==> src/rtl/pps_pkg.sv <==
package pps_pkg;

  typedef enum logic [1:0] {
    ST_OFF       = 2'd0,
    ST_RAMP_UP   = 2'd1,
    ST_ON        = 2'd2,
    ST_RAMP_DOWN = 2'd3
  } seqState_t;

  // strobes from control to the frame counter
  typedef struct packed {
    logic clear;
    logic advance;
  } cntCmd_t;

  localparam logic [1:0] MODE_ACTIVE = 2'b11;

endpackage

==> src/rtl/pps_frame_counter.sv <==
module pps_frame_counter
  import pps_pkg::*;
#(
  parameter int FRAME_DELAY = 127,
  parameter int CNT_W       = 7
) (
  input  logic    clk,
  input  logic    rstN,
  input  cntCmd_t cntCmd,
  input  logic    frameStart,
  output logic    lastFrame
);

  localparam logic [CNT_W-1:0] LAST_VAL = CNT_W'(FRAME_DELAY - 1);

  logic [CNT_W-1:0] frameCnt;

  always_ff @(posedge clk or negedge rstN) begin
    if (!rstN) begin
      frameCnt <= '0;
    end else if (cntCmd.clear) begin
      frameCnt <= '0;
    end else if (cntCmd.advance) begin
      frameCnt <= frameCnt + 1'b1;
    end
  end

  assign lastFrame = (frameCnt == LAST_VAL);

  // count holds on every cycle without an advance or clear
  a_r5_hold_no_strobe: assert property (@(posedge clk) disable iff (!rstN)
    (!cntCmd.advance && !cntCmd.clear) |=> $stable(frameCnt));

  // an advance is only ever requested on a strobe cycle
  a_r5_advance_on_strobe: assert property (@(posedge clk) disable iff (!rstN)
    cntCmd.advance |-> frameStart);

  // the counter never wraps past its terminal value
  a_r4_no_overflow: assert property (@(posedge clk) disable iff (!rstN)
    lastFrame |-> !cntCmd.advance);

endmodule

==> src/rtl/pps_seq_ctrl.sv <==
module pps_seq_ctrl
  import pps_pkg::*;
(
  input  logic    clk,
  input  logic    rstN,
  input  logic    targetOn,
  input  logic    frameStart,
  input  logic    lastFrame,
  output cntCmd_t cntCmd,
  output logic    powerEn,
  output logic    gateOpen
);

  seqState_t state, nextState;

  always_ff @(posedge clk or negedge rstN) begin
    if (!rstN) state <= ST_OFF;
    else       state <= nextState;
  end

  always_comb begin
    nextState = state;
    cntCmd    = '0;
    unique case (state)
      ST_OFF: begin
        if (targetOn) begin
          nextState    = ST_RAMP_UP;
          cntCmd.clear = 1'b1;
        end
      end
      ST_RAMP_UP: begin
        if (!targetOn) begin
          nextState    = ST_RAMP_DOWN;
          cntCmd.clear = 1'b1;
        end else if (frameStart) begin
          if (lastFrame) begin
            nextState    = ST_ON;
            cntCmd.clear = 1'b1;
          end else begin
            cntCmd.advance = 1'b1;
          end
        end
      end
      ST_ON: begin
        if (!targetOn) begin
          nextState    = ST_RAMP_DOWN;
          cntCmd.clear = 1'b1;
        end
      end
      ST_RAMP_DOWN: begin
        if (targetOn) begin
          nextState    = ST_RAMP_UP;
          cntCmd.clear = 1'b1;
        end else if (frameStart) begin
          if (lastFrame) begin
            nextState    = ST_OFF;
            cntCmd.clear = 1'b1;
          end else begin
            cntCmd.advance = 1'b1;
          end
        end
      end
      default: nextState = ST_OFF;
    endcase
  end

  assign powerEn  = (state == ST_ON);
  assign gateOpen = (state != ST_OFF);

  // gate opens only in answer to an on request
  a_r3_gate_on_request: assert property (@(posedge clk) disable iff (!rstN)
    $rose(gateOpen) |-> $past(targetOn));

  // supply rises only at a strobe while still requested
  a_r4_rise_on_strobe: assert property (@(posedge clk) disable iff (!rstN)
    $rose(powerEn) |-> ($past(frameStart) && $past(targetOn)));

  // supply drops the cycle after the request goes away
  a_r6_power_drop: assert property (@(posedge clk) disable iff (!rstN)
    (powerEn && !targetOn) |=> !powerEn);

  // gate closes only at a strobe with no on request pending
  a_r8_gate_close: assert property (@(posedge clk) disable iff (!rstN)
    $fell(gateOpen) |-> ($past(frameStart) && !$past(targetOn)));

  // an off panel stays off without a request
  a_r2_stay_off: assert property (@(posedge clk) disable iff (!rstN)
    (!gateOpen && !targetOn) |=> !gateOpen);

endmodule

==> src/rtl/lcd_power_seq.sv <==
module lcd_power_seq
  import pps_pkg::*;
#(
  parameter int FRAME_DELAY = 127
) (
  input  logic       clk,
  input  logic       rstN,
  input  logic [1:0] modeSel,
  input  logic       hwSleep,
  input  logic       frameStart,
  output logic       panelPowerEn,
  output logic       panelSigEn,
  output logic       panelReady
);

  localparam int CNT_W = (FRAME_DELAY > 2) ? $clog2(FRAME_DELAY) : 1;

  logic    targetOn;
  logic    lastFrame;
  cntCmd_t cntCmd;

  assign targetOn = (modeSel == MODE_ACTIVE) && !hwSleep;

  pps_seq_ctrl ctrl_i (
    .clk        (clk),
    .rstN       (rstN),
    .targetOn   (targetOn),
    .frameStart (frameStart),
    .lastFrame  (lastFrame),
    .cntCmd     (cntCmd),
    .powerEn    (panelPowerEn),
    .gateOpen   (panelSigEn)
  );

  pps_frame_counter #(
    .FRAME_DELAY (FRAME_DELAY),
    .CNT_W       (CNT_W)
  ) cnt_i (
    .clk        (clk),
    .rstN       (rstN),
    .cntCmd     (cntCmd),
    .frameStart (frameStart),
    .lastFrame  (lastFrame)
  );

  assign panelReady = panelPowerEn & panelSigEn;

  // supply never on while the signals are gated low
  a_r6_power_needs_gate: assert property (@(posedge clk) disable iff (!rstN)
    panelPowerEn |-> panelSigEn);

  // ready implies both enables on
  a_r9_ready_both_on: assert property (@(posedge clk) disable iff (!rstN)
    panelReady |-> (panelPowerEn && panelSigEn));

  // hardware sleep never lets the supply come up
  a_r7_sleep_blocks: assert property (@(posedge clk) disable iff (!rstN)
    (hwSleep && !panelPowerEn) |=> !panelPowerEn);

endmodule

==> config.mk <==
export PLATFORM = sky130hd
export DESIGN_NAME = lcd_power_seq
export DESIGN_NICKNAME = d
export VERILOG_FILES = /design/src/rtl/pps_pkg.sv /design/src/rtl/pps_frame_counter.sv /design/src/rtl/pps_seq_ctrl.sv /design/src/rtl/lcd_power_seq.sv
export SDC_FILE = /design/constraint.sdc
export NUM_CORES = 1
export LEC_CHECK = 0
export ABC_AREA = 1
export BUFFER_PORTS_ARGS = -buffer_cell sky130_fd_sc_hd__buf_2
export CAP_MARGIN = 20
export CORE_MARGIN = 2
export CORE_UTILIZATION = 50
export CTS_CLUSTER_DIAMETER = 60
export DETAILED_ROUTE_END_ITERATION = 7
export GPL_TIMING_DRIVEN = 0
export HOLD_SLACK_MARGIN = 0.02
export PLACE_DENSITY = 0.71
export SYNTH_ARGS = -nofsm -noshare
export SYNTH_HDL_FRONTEND = slang
export SYNTH_SLANG_ARGS = --single-unit
==> constraint.sdc <==
create_clock -name clk -period 4.25 [get_ports clk]
set_clock_uncertainty 0.2 [all_clocks]
set_input_delay 0.85 -clock clk [delete_from_list [all_inputs] [get_ports clk]]
set_output_delay 0.85 -clock clk [all_outputs]
set_load 0.01 [all_outputs]
# [Word level (Yosys, flattened, before mapping)]
# Index checks and enable logic that the tools add are counted.
[totals] ff_bits=9 latchBits=0 ramBits=0 romBits=0 in_bits=6 output_inout_bits=3 wordCells=43 memories=0
[op_classes] addsub=1 multipliers=0 div=0 order_cmp=0 n_eq_ne=11 n_shift=0 muxes=22 bitwise_logic=1 reduce_logical=6
[op_table] operator="2-bit two-way mux" count=9
[op_table] operator="7-bit two-way mux" count=2
[op_table] operator="1-bit two-way mux" count=8
[op_table] operator="2-bit case mux with 4 select lines" count=1
[op_table] operator="7-bit by 1-bit adder with 7-bit output (second input constant)" count=1
[op_table] operator="7-bit == test (second input constant)" count=1
[op_table] operator="2-bit == test (second input constant)" count=3
[op_table] operator="3-bit by 2-bit != test with 1-bit output (second input constant)" count=2
[op_table] operator="6-bit AND reduction" count=1
[op_table] operator="1-bit case mux with 4 select lines" count=1
[op_table] operator="2-bit nonzero test" count=2
[op_table] operator="3-bit by 1-bit != test with 1-bit output (second input constant)" count=1
[op_table] operator="3-bit != test (second input constant)" count=1
[op_table] operator="2-bit by 1-bit == test with 1-bit output (second input constant)" count=1
[op_table] operator="2-bit logical NOT" count=1
[op_table] operator="2-bit by 1-bit != test with 1-bit output (second input constant)" count=1
[op_table] operator="2-bit != test (second input constant)" count=1
[op_table] operator="1-bit case mux with 2 select lines" count=1
[op_table] operator="1-bit AND" count=1
[op_table] operator="1-bit logical AND" count=1
[op_table] operator="1-bit logical NOT" count=1

# [Longest topological paths before layout]
# Gate-level depths: netlist (run 1).
[depth] word_depth=7 depth_mapped=10 ltp_nobuf=10

# [Cells and area by module]
# A second synthesis (run 1) with hierarchy kept.
[unflattened] cells_unflattened=91 hier_area_um2=679.4
[by_module_without_submodules] mod="pps_frame_counter" instances=1 cells_per_inst=49 area_each_um2=406.6
[by_module_without_submodules] mod="pps_seq_ctrl" instances=1 cells_per_inst=38 area_each_um2=255.2
[by_module_without_submodules] mod="lcd_power_seq" instances=1 cells_per_inst=4 area_each_um2=17.5

# [Worst setup path after synthesis (run 1)]
# Ideal clock, no wire load.
[synth_path] path_type="flip-flop to output port" from="register ctrl_i.state[0]" to="output port panelReady" arrival_ns=0.850 required_ns=3.200 slack_ns=2.350 stages_incl_launch_ff=4 path_buffers=1 cell_sequence="dfrtp_1 -> inv_1 -> ha_1 -> buf_4"
[synth_via] elab_chain_len=2 word_cells_on_any_way=3 classes_between="eq/ne (1); bitwise (1); reduce/logical (1)"
[synth_rtl] item="start, declared" line="pps_seq_ctrl.sv:14" source="seqState_t state, nextState;"
[synth_rtl] item="start signal, assigned" line="pps_seq_ctrl.sv:18" source="else state <= nextState;"
[synth_rtl] item="2-bit == test" line="pps_seq_ctrl.sv:67" source="assign powerEn = (state == ST_ON);"
[synth_rtl] item="via panelPowerEn" line="lcd_power_seq.sv:11" source="output logic panelPowerEn,"
[synth_rtl] item="1-bit AND" line="lcd_power_seq.sv:46" source="assign panelReady = panelPowerEn & panelSigEn;"
[synth_rtl] item="end, declared" line="lcd_power_seq.sv:13" source="output logic panelReady"
# The timed path passes the listed nets, and every way through them passes these cells.

# [Worst setup path in the final report (run 1)]
[layout_path] from="register ctrl_i.state[0]" to="output port panelReady"
[layout_via] elab_chain_len=2 word_cells_on_any_way=3 classes_between="eq/ne (1); bitwise (1); reduce/logical (1)"
[layout_rtl] item="2-bit == test / 2-bit nonzero test (equally long branches)" line="pps_seq_ctrl.sv:67, pps_seq_ctrl.sv:68"
[layout_rtl] item="1-bit AND (*)" line="lcd_power_seq.sv:46"
# Every way passes the cells marked *; elsewhere a longest branch is shown, timed or not.

==> flow_summary_export.csv, run 1 <==
group,metric,value,unit
run_status,outcome,"finished clean",
pwr,peakVddDrop,0.246,mV
die,core-area,1300,um2
finish,layout-drive-gt1-share,22.6,%
setup_path,cp-end-kind,"output pin",
synth,yosysSeqAreaShare,32.2,%
detailed_routing,wl_per_cell,10.3,um
die,die_area,1710,um2
timing,final-setup-viol-count,0,
timing,worst-slew-pin-transition,0.198,ns
die,die_h,41.4,um
die,die_x,41.4,um
synth,synth_area_leaders,"dfrtp_1 (32%), nand2_1 (12%), ha_1 (11%), inv_1 (8.6%), nand3_1 (7.2%)",
timing,slew_headroom,86.6,%
timing,fin_crit_sh,52.9,%
clock_network,clk_pin_slew,0.06,ns
setup_path,critPathMaxFanout,4,
setup_path,r2r-start,"cnt_i.frameCnt[0]",
grt,overflow,0,
finish,final_nets,119,
pwr,power.total,0.397,mW
clock_network,cts_tree,"done",
timing,rsz0062_at_grt,"no",
place,routabilityCongestion,0.816,
synth,synth_seq_cells,9,
synth,syn_inst,94,
synth,synth_top_area_cell,"dfrtp_1",
grt,grt_start_max_net_pins,10,
clock_network,clkLatencyLatePin,0.26,ns
timing,timing.final.ws_setup,2.00,ns
finish,fillCellCount,125,
die,pin_count,9,
finish,syn_to_final_growth,12.2,%
grt,antenna_found_initial,0,
clock_network,numCtsBuffers,3,
worst_hold_path,hp-class,"in -> async",
detailed_routing,drc,0,
clock_network,clockBufferDepth,2,
die,rows,13,
synth,synth-edff-count,0,
setup_path,cp-start-kind,"flop",
synth,yosys_most_used_dff,"dfrtp_1",
grt,first_global_vias,533,
setup_path,reg2reg_depth,10,
finish,num_antenna_cells,0,
synth,synth_warnings,0,
synth,synth_cell_types,20,
synth,synth_top_area_share,32.2,%
synth,synth.avg_cell_area,7.44,um2
job,cap_viol_max_count,0,
detailed_routing,avgViaCountPerCell,4.88,
pwr,power_density,507,nW/um2
finish,final_common_cell,"nand2_1",
finish,mostFrequentLayoutCells,"nand2_1 (22), inv_1 (16), nand3_1 (10)",
clock_network,h-tree-depth,1,
synth,async_flop_share,100,%
setup_path,path_class,"reg -> out",
clock_network,clk_root_buffer_cell,"clkbuf_4",
grt,grt_use_total,16.0,%
setup_path,cp.arrival,1.20,ns
detailed_routing,vias,590,
die,start_util,53.8,%
place,io_buffers,8,
place,placed_cells,117,
timing,drv_slew,0,
place,dp_hpwl,987,um
detailed_routing,antenna_left,0,
timing,final.setup.tns,0,ns
setup_path,cp.required,3.20,ns
timing,max_freq,0.445,GHz
timing,period_needed,2.25,ns
clock_network,cts-resized-gates,0,
grt,grt_first_pass_wirelength,2100,um
detailed_routing,drtIter0Drc,20,
place,dp_slack,2.22,ns
setup_path,r2r-end,"cnt_i.frameCnt[3]",
pwr,power_leakage,0.448,nW
synth,syn_nets,106,
detailed_routing,first_pass_iters,4,
detailed_routing,wirelength,1240,um
setup_path,rrSetupSlack,2.60,ns
clock_network,cts_setup_buffers,0,
finish,fin_cells,121,
clock_network,postCtsHoldBufs,0,
clock_network,cts.sinks,9,
synth,synth_area,699,um2
finish,final_core_util,60.3,%
timing,timing.final.hold_violations,0,
==> critical path, stage by stage (launching register included) <==
cell     delay [ns]
dfrtp_1        0.37
inv_1          0.08
ha_1           0.23
buf_4          0.13
buf_2          0.12
==> cells by family after synthesis <==
logic type / after synthesis / share of synthesized area (%)
xor gates and xnor gates: 4 / 5.01
adders and majority gates: 6 / 10.7
and+or+nand+nor: 50 / 36.0
buffers and inverters: 18 / 10.2
DFF: 9 / 32.2
AOI/OAI and AO/OA: 7 / 5.90
==> synthesized netlist by cell type (2+ instances only) <==
library cell  number
nor2_1             3
dfrtp_1            9
nand2_1           22
ha_1               6
nor2_2             5
xor2_1             3
nand2_2            2
nand4_1            5
inv_1             16
o21ai_0            3
nand2_4            2
nand3_1           10
==> metrics by stage <==
stage,hold WS [ns],instance area (um2)
floorplan,0.329,699
global placement,0.366,758
detailed placement,0.364,758
CTS,0.233,785
global route,0.239,785
finish,0.224,785
==> state kept, by name, indices dropped and copies added (netlist names) <==
name and cells:
ctrl_i.state 2, cnt_i.frameCnt 7
==> layout make-up <==
cell class                 count  area, um2  share of cell area (%)
buffer                         1       7.51                   0.957
multi-input combinational     67        403                    51.4
tap                           15       18.8                    2.39
inverter                      17       63.8                    8.13
timing repair buffer           8       40.0                    5.10
clock buffer                   4       26.3                    3.35
sequential                     9        225                    28.7
==> worst max-delay path by stage <==
stage                         start                end  slack (ns)
floorplan           ctrl_i.state[0]         panelReady        2.35
global placement            hwSleep  cnt_i.frameCnt[6]        2.24
detailed placement          hwSleep  cnt_i.frameCnt[2]        2.22
CTS                 ctrl_i.state[0]         panelReady        1.99
global route        ctrl_i.state[0]         panelReady        1.93
finish              ctrl_i.state[0]         panelReady        2.00
==> power by group <==
group / internal (mW) / leakage [nW] / total, mW / switching (mW)
clock network: 0.0362 / 0.0150 / 0.0669 / 0.0306
logic: 0.0762 / 0.312 / 0.211 / 0.135
registers: 0.103 / 0.121 / 0.119 / 0.0163
==> metal layers <==
metal | global-route usage [%] | routed length [um] | vias up
li1 | - | - | 318
met1 | 19.1 | 586 | 258
met2 | 26.6 | 577 | 10
met3 | 3.91 | 47 | 4
met4 | 7.74 | 29 | 0
met5 | 0 | 0 | -
Note: power is estimated with default switching activity, not from simulation.
==> run 2: changes to the inputs <==
--- a/config.mk
+++ b/config.mk
@@ -5,11 +5,11 @@
 export SDC_FILE = /design/constraint.sdc
 export NUM_CORES = 1
 export LEC_CHECK = 0
-export ABC_AREA = 1
+export ABC_AREA = 0
 export BUFFER_PORTS_ARGS = -buffer_cell sky130_fd_sc_hd__buf_2
 export CAP_MARGIN = 20
 export CORE_MARGIN = 2
-export CORE_UTILIZATION = 50
+export CORE_UTILIZATION = 48
 export CTS_CLUSTER_DIAMETER = 60
 export DETAILED_ROUTE_END_ITERATION = 7
 export GPL_TIMING_DRIVEN = 0
==> constraint.sdc (replaced) <==
create_clock -name clk -period 1.9 [get_ports clk]
set_clock_uncertainty 0.2 [all_clocks]
set_input_delay 0.38 -clock clk [delete_from_list [all_inputs] [get_ports clk]]
set_output_delay 0.38 -clock clk [all_outputs]
set_load 0.01 [all_outputs]
==> flow_summary_export.csv, run 2 <==
group,metric,value,unit
run_status,outcome,"finished, violations left",
run_status,violations,"setup timing",
setup_path,cp-start-kind,"flop",
clock_network,clockBufferDepth,2,
job,cap_viol_max_count,0,
die,die_h,41.0,um
die,die_area,1680,um2
synth,synth_area,656,um2
pwr,power_leakage,0.359,nW
timing,period_needed,1.91,ns
die,die_x,41.0,um
finish,final_core_util,65.2,%
timing,slew_headroom,67.8,%
detailed_routing,avgViaCountPerCell,5.71,
place,io_buffers,8,
synth,synth_top_area_share,34.4,%
detailed_routing,drc,0,
synth,synth_area_leaders,"dfrtp_1 (34%), ha_1 (11%), a21oi_1 (6.1%), o31ai_1 (4.6%), or4_1 (4.6%)",
detailed_routing,antenna_left,0,
pwr,peakVddDrop,0.716,mV
synth,synth_cell_types,27,
grt,grt_start_max_net_pins,11,
synth,synth_top_area_cell,"dfrtp_1",
timing,max_freq,0.523,GHz
die,pin_count,9,
grt,grt_first_pass_wirelength,2000,um
synth,yosys_most_used_dff,"dfrtp_1",
synth,synth.avg_cell_area,9.23,um2
die,rows,13,
place,routabilityCongestion,0.770,
clock_network,h-tree-depth,1,
detailed_routing,vias,588,
die,start_util,51.0,%
detailed_routing,wirelength,1330,um
synth,synth-edff-count,0,
setup_path,cp.arrival,1.90,ns
synth,yosysSeqAreaShare,34.4,%
clock_network,numCtsBuffers,3,
clock_network,clkLatencyLatePin,0.27,ns
grt,grt_use_total,18.5,%
finish,layout-drive-gt1-share,38.6,%
synth,syn_nets,83,
place,dp_hpwl,956,um
detailed_routing,drtIter0Drc,8,
finish,multiInputGateArea,427,um2
timing,drv_slew,0,
finish,largest_register_ff_count,7,
finish,top_register,"cnt_i.frameCnt",
finish,largestRegisters,"cnt_i.frameCnt (7), ctrl_i.state (2)",
synth,synth_most_common_cell,"dfrtp_1",
detailed_routing,wl_per_cell,12.9,um
clock_network,clk_pin_slew,0.06,ns
synth,synth_seq_cells,9,
die,core-area,1280,um2
setup_path,cp.required,1.89,ns
setup_path,path_class,"reg -> reg",
clock_network,cts.sinks,9,
timing,timing.final.hold_violations,0,
pwr,power_density,1110,nW/um2
finish,final_common_cell,"buf_2",
timing,rsz0062_at_grt,"yes",
detailed_routing,first_pass_iters,2,
synth,syn_inst,71,
clock_network,cts_tree,"done",
finish,num_antenna_cells,0,
synth,synth_warnings,0,
grt,overflow,0,
timing,timing.final.ws_setup,-0.0113,ns
grt,first_global_vias,490,
finish,fillCellCount,119,
timing,worst-slew-pin-transition,0.482,ns
setup_path,cp-end-kind,"flop",
timing,final-setup-viol-count,1,
finish,mostFrequentLayoutCells,"buf_2 (9), a21oi_1 (7), dfrtp_1 (7)",
place,dp_slack,-0.162,ns
finish,regArea,228,um2
synth,ys_top_cells_by_count,"dfrtp_1 (9), a21oi_1 (8), ha_1 (6), inv_1 (6), nand2_1 (6)",
grt,antenna_found_initial,0,
finish,syn_to_final_growth,27.9,%
timing,fin_crit_sh,101,%
worst_hold_path,hp-class,"in -> async",
finish,final_nets,101,
setup_path,critPathMaxFanout,5,
synth,async_flop_share,100,%
clock_network,clk_root_buffer_cell,"clkbuf_4",
## run 2: changes by cell type in the layout (fill, tap and decap cells not counted), sizes merged, moves of 4 or more
cell	previous run	this run
nand2	26	6
inv	17	6
nand3	11	1
nor2	8	0
buf	9	16
a21oi	2	8
nand4	5	1
o31ai	0	4
or4	0	4
## run 2: path summary, 6_finish.rpt
path | from | end | depth (start not counted) | slack (ns)
worst max-delay path | ctrl_i.state[1] | cnt_i.frameCnt[3] | 6 | -0.01
worst min-delay path | rstN | cnt_i.frameCnt[6] | 2 | 0.29
worst max register to register | ctrl_i.state[1] | cnt_i.frameCnt[3] | 6 | -0.01
worst min register to register | cnt_i.frameCnt[4] | cnt_i.frameCnt[4] | 2 | 0.38
max in group asynchronous | rstN | ctrl_i.state[1] | 2 | 1.02
min in group clk | cnt_i.frameCnt[4] | cnt_i.frameCnt[4] | 2 | 0.38
## run 2: area by class of cell
cell class              instances  share of cell area [%]
multi-input cells              52                    50.9
flip-flops and latches          9                    27.2
plain buffers                   4                    4.18
well taps                      15                    2.24
inverters                       6                    2.69
clock inverters                 1                   0.597
clock buffers                   3                    2.69
repair buffers                 13                    9.55
## run 2: worst max-delay path: stages, from the launching register on
cell	delay (ns)
dfrtp_2	0.44
inv_2	0.09
ha_4	0.13
nand2_1	0.04
mux2_4	0.28
or4_4	0.52
a21oi_2	0.14
## run 2: through the flow
| step | cells | setup TNS [ns] | cell area [um2] | power, mW | hold WS [ns] |
|---|---|---|---|---|---|
| global route | 103 | -0.359 | 838 | 0.998 | 0.305 |
| global placement | 94 | -0.661 | 728 | 0.671 | 0.0422 |
| finish | 103 | -0.0113 | 838 | 0.929 | 0.286 |
| CTS | 102 | -0.0150 | 823 | 0.925 | 0.290 |
| detailed placement | 94 | -0.842 | 728 | 0.684 | 0.0434 |
| floorplan | 71 | 0 | 669 | 0.569 | -0.116 |
## run 2: cell families (layout without fill, tap and decap cells)
group	count (synthesis)	in the layout	synth area share (%)
mux	4	4	7.25
fa+ha+maj	6	6	11.5
simple gates	23	23	21.4
compound gates	19	19	17.7
flops	9	9	34.4
buf+inv	10	27	7.82
## run 2: repair_timing
action | in CTS | in global routing
hold buffers | 1 | 0
pin swaps | 2 | 4
hold endpoints to repair | 9 | 0
setup buffers | 3 | 1
resized for setup | 8 | 2
endpoints found under the setup margin | 9 | 8
## run 2: routing by layer
layer | vias up | track usage [%] | wire length [um]
li1 | 296 | - | -
met1 | 287 | 22.4 | 639
met2 | 5 | 30.5 | 649
met3 | 0 | 8.15 | 43
met4 | 0 | 2.50 | 0
met5 | - | 0 | 0
## run 2: power by group
part / switching, mW / total [mW] / internal (mW) / leakage, nW
combinational: 0.268 / 0.504 / 0.235 / 0.223
clock: 0.0729 / 0.151 / 0.0779 / 0.0177
sequential: 0.0447 / 0.275 / 0.230 / 0.118
